[src/rtl/pin_event_capture.sv]
module pin_event_capture #(
  parameter int NPINS = 64
) (
  input  logic             clk,
  input  logic             rst_n,
  input  logic [NPINS-1:0] pin_in,
  input  logic [NPINS-1:0] edge_mode,
  input  logic [NPINS-1:0] read_sel,
  input  logic             ack_valid,
  input  logic [NPINS-1:0] ack_mask,
  output logic [NPINS-1:0] read_val,
  output logic [NPINS-1:0] ovr_flags,
  output logic             wake
);

  logic [NPINS-1:0] evt_q, ovr_q, prev_q;
  logic [NPINS-1:0] set_pulse, clr;

  assign set_pulse = pin_in & ~(edge_mode & prev_q);
  assign clr       = ack_valid ? ack_mask : '0;
  assign read_val  = (read_sel & (evt_q | set_pulse)) | (~read_sel & pin_in);
  assign ovr_flags = ovr_q;
  assign wake      = |set_pulse;

  always_ff @(posedge clk or negedge rst_n) begin
    if (!rst_n) begin
      evt_q  <= '0;
      ovr_q  <= '0;
      prev_q <= '0;
    end else begin
      evt_q  <= (evt_q & ~clr) | set_pulse;
      ovr_q  <= (ovr_q | (set_pulse & evt_q)) & ~clr;
      prev_q <= pin_in;
    end
  end


  set_capture_chk: assert property (@(posedge clk) disable iff (!rst_n)
    (|set_pulse) |=> ((evt_q & $past(set_pulse)) == $past(set_pulse)));


  keep_unmasked_chk: assert property (@(posedge clk) disable iff (!rst_n)
    rst_n |=> ((evt_q & $past(evt_q & ~clr)) == $past(evt_q & ~clr)));


  ack_clear_chk: assert property (@(posedge clk) disable iff (!rst_n)
    ack_valid |=> ((evt_q & $past(ack_mask & ~set_pulse)) == '0));


  ovr_subset_chk: assert property (@(posedge clk) disable iff (!rst_n)
    ((ovr_q & ~evt_q) == '0));


  wake_latch_chk: assert property (@(posedge clk) disable iff (!rst_n)
    wake |=> (|evt_q));

endmodule

[config.mk]
export PLATFORM = sky130hd
export DESIGN_NAME = pin_event_capture
export DESIGN_NICKNAME = d
export VERILOG_FILES = /design/src/rtl/pin_event_capture.sv
export SDC_FILE = /design/constraint.sdc
export NUM_CORES = 1
export LEC_CHECK = 0
export ABC_AREA = 1
export BUFFER_PORTS_ARGS = -buffer_cell sky130_fd_sc_hd__buf_2
export CORE_AREA = 3 3 149 151
export CTS_CLUSTER_SIZE = 10
export DETAILED_ROUTE_END_ITERATION = 8
export DIE_AREA = 0 0 152 154
export GPL_TIMING_DRIVEN = 0
export PLACE_DENSITY = 0.75
export SKIP_LAST_GASP = 1
export SLEW_MARGIN = 20
export SYNTH_ARGS = -nofsm -noshare
export SYNTH_HDL_FRONTEND = slang
export SYNTH_SLANG_ARGS = --single-unit
[constraint.sdc]
create_clock -name clk -period 1.4 [get_ports clk]
set_input_delay 0.14 -clock clk [delete_from_list [all_inputs] [get_ports clk]]
set_output_delay 0.14 -clock clk [all_outputs]
set_load 0.02 [all_outputs]
==> summary.md <==
| Metric | Value |
|---|---|
| Outcome | complete, but fails checks |
| Violated checks | negative hold slack, negative setup slack |
| Reg clk slew, reported paths | 0.08 ns |
| Fraction of final layout cells sized beyond drive strength 1 | 36.44% |
| Final Max Slew Viols | 0 |
| Detailed-placement wirelength estimate | 18.58 mm |
| Post-Synthesis Cells | 896 |
| Worst-skew pair later-pin latency | 0.42 ns |
| CTS Buffer Depth | 2 |
| Final Power | 0.01462 W |
| Synthesized area per cell | 8.809 um^2 |
| Number of nets in the synthesized netlist | 1155 |
| Beginning of the critical path | prev_q[57]$_DFF_PN0_ |
| Final #Nets | 1725 |
| Cell Area, Placed | 10230 um^2 |
| P per Cell Area | 1149 nW/um^2 |
| Number of standard cells in the layout, taps in and fillers out | 1754 |
| Maximum fanout encountered on the critical timing path | 4 |
| Wire per inst | 15.27 um |
| Leakage | 6.709 nW |
| Remaining global-route overflow | 0 |
| First-pass detailed-route iteration total | 5 |
| Launch point of the worst reg-to-reg path | prev_q[13]$_DFF_PN0_ |
| RR Endpoint | evt_q[13]$_DFF_PN0_ |
| Vias in the first global route | 8555 |
| Fraction of the mapped netlist area in simple logic gates | 24.29% |
| Worst-case clock skew | 0.01099 ns |
| RSZ-0062 raised after global routing | yes |
| Placeable core region | 20960 um^2 |
| Die Y | 154 um |
| Final weighted congestion in routability-driven placement | 0.9420 |
| Number of port buffers | 386 |
| Hold depth | 3 |
| Synthesized cell area | 7893 um^2 |
| Most common library cell in the layout ignoring fill and taps | nand2_1 |
| Smallest hold slack | -0.004343 ns |
| Number of hold violations in the final report | 3 |
| Initial antenna violation count | 0 |
| Peak VDD IR | 730.7 uV |
| Kind of end point of the critical path | output port |
| Die Wd | 152 um |
| Max_slew headroom | 70.75% |
| Initial core utilization | 37.66% |
| Number of rows created at floorplan | 53 |
| Share of the synthesized area in the top cell type | 60.88% |
| Dominant combinational cell family by area after synthesis | simple AND/OR/NAND/NOR gates |
| Total DRC errors in the routed layout | 0 |
| Setup slack after layout | -0.4210 ns |
| Distinct cell type count of the synthesized netlist | 13 |
| Synth area leaders | dfrtp_1 (61%), nand2_1 (21%), o211ai_1 (6.0%) |
| # Max-Cap Violations | 0 |
| Element type at the critical path start | flip-flop |
| Data required time of the critical path | 1.26 ns |
| Sequential-to-total area share from yosys stat | 60.88% |
| Pin count of the biggest net entering global routing | 87 |
| Critical path start-end classification | flip-flop to output port |
| Number of filler instances in the final layout | 1726 |
| Share of the synthesized area in compound gates (AO/OA/AOI/OAI) | 10.18% |
| Post-Place Setup Slack | -0.1460 ns |
| Total vias in the final route | 8322 |
| Total CTS buffers | 17 |
| Launch point of the worst hold path | pin_in[15] |
| Shortest clock period the worst path allows after layout | 1.821 ns |
| CTS sink cnt | 192 |
| Global-route wire length before repair | 41.70 mm |
| Post-detailed-route count of antenna-violating nets | 0 |
| Xor and xnor fraction of the mapped netlist area | 0% |
| Depth of the CTS H-tree | 4 |
| Placed cell count | 1559 |
| Core Util, Final | 60.74% |
| Synth warnings | 0 |
| Final Instance Area | 12730 um^2 |
| Achievable clock frequency | 0.5492 GHz |
| Worst min path class | input port to flip-flop |
| CTS Root Buffer Type | clkbuf_16 |
| Post-synthesis share of cell area spent on full adders, half adders and majority gates | 0% |
| Commonest cells after routing, fill and taps aside | nand2_1 (393), buf_2 (322), dfrtp_1 (192) |
| Detailed Route WL | 26.78 mm |
| Count of endpoints failing setup in the final report | 11 |
| Number of DRC violations after detailed-routing iteration 0 | 376 |
| Number of top-level design ports | 388 |
| Overall track demand over capacity in global routing | 21.89% |
| Slew at the pin with the worst max-slew slack | 0.4388 ns |
| Area growth from synthesis to final layout | 61.26% |
| Clock tree from TritonCTS | done |
| Library cell with the largest summed area after synthesis | dfrtp_1 |
| Vias/cell | 4.745 |
| N_diodes | 0 |
| Arrival time worst endpoint | 1.68 ns |
| Reg2Reg Depth | 5 |
| Period utilization | 130.1% |
| Die area | 23410 um^2 |
| Synth Register Bits | 192 |
| Fraction of synthesized area in multiplexers | 0% |
| Setup slack on the worst flop-to-flop path | 0.01 ns |
| Worst min-delay path endpoint | evt_q[15]$_DFF_PN0_ |
## worst max-delay path, cell delays in order, from the launching register on
cell and delay, ns:
dfrtp_1 0.37, nand2_2 0.06, nand2_2 0.08, nand4_1 0.15, nor2_2 0.18, nand2_2 0.10, nor2_2 0.10, nand2_1 0.06
buf_4 0.16
## synthesized netlist by cell type, drive strengths merged
cell    count
buf         7
dfrtp     192
nand4      10
nand2     468
o21ai      63
nor2       12
a21oi       3
o211ai     63
inv        78
## per-layer routing
metal  global-route usage, %  vias to the layer above  share of wire [%]
met3                   5.854                       68                6.9
met5                       0                        -                  0
met4                   8.433                        0                3.7
li1                        -                     4004                  -
met1                   25.00                     3887                 38
met2                   39.23                      363                 52
## area by class of cell
type                       instances  area, um^2  area share, %
sequential                       192        4805          37.75
timing repair buffer             551        3732          29.33
clock buffer                      20       456.7          3.588
inverter                          78       292.8          2.300
clock inverter                    12       120.1         0.9438
buffer                             7       75.07         0.5899
multi-input combinational        619        2902          22.80
tap                              275       344.1          2.704
## worst max path at each step
stage	cells past startpoint	slack, ns	endpoint
5_1_grt	10	-0.57	wake
4_1_cts	8	-0.44	wake
6_report	8	-0.42	wake
3_5_place_dp	8	-0.15	wake
3_3_place_gp	1	-2.98	prev_q[2]$_DFF_PN0_
2_1_floorplan	9	0.34	wake
## through the flow
stage / TNS (ns) / hold slack, ns
2_1_floorplan: 0 / -0.1556
3_3_place_gp: -568.25 / 0.2735
3_5_place_dp: -0.1460 / 0.03524
4_1_cts: -0.9381 / 0.001769
5_1_grt: -2.999 / 0.0002990
6_report: -1.055 / -0.004343
## sequential cells by signal (all words and copies together) (netlist names)
signal	flops
prev_q	64
evt_q	64
ovr_flags	64
## power by group
group	total, W	switching [W]	leakage, nW	internal (W)
Combinational	0.00345	0.00199	4.26	0.00147
Sequential	0.00644	0.000315	2.17	0.00613
Clock	0.00473	0.00227	0.277	0.00245
Total	0.0146	0.00457	6.71	0.0100
## logic make-up after synthesis
group / count (synthesis)
AO/OA/AOI/OAI: 129
buffers and inverters: 85
flip-flops: 192
AND/OR/NAND/NOR: 490
## repair_timing
| item | 4_1_cts | 5_1_grt |
|---|---|---|
| pin swaps | 19 | 37 |
| hold buffers | 131 | 6 |
| hold endpoints to repair | 294 | 6 |
| resized for setup | 55 | 79 |
| endpoints found under the setup margin | 31 | 65 |
| buffers inserted | 4 | 22 |
Power figures use the tool's default switching activity.
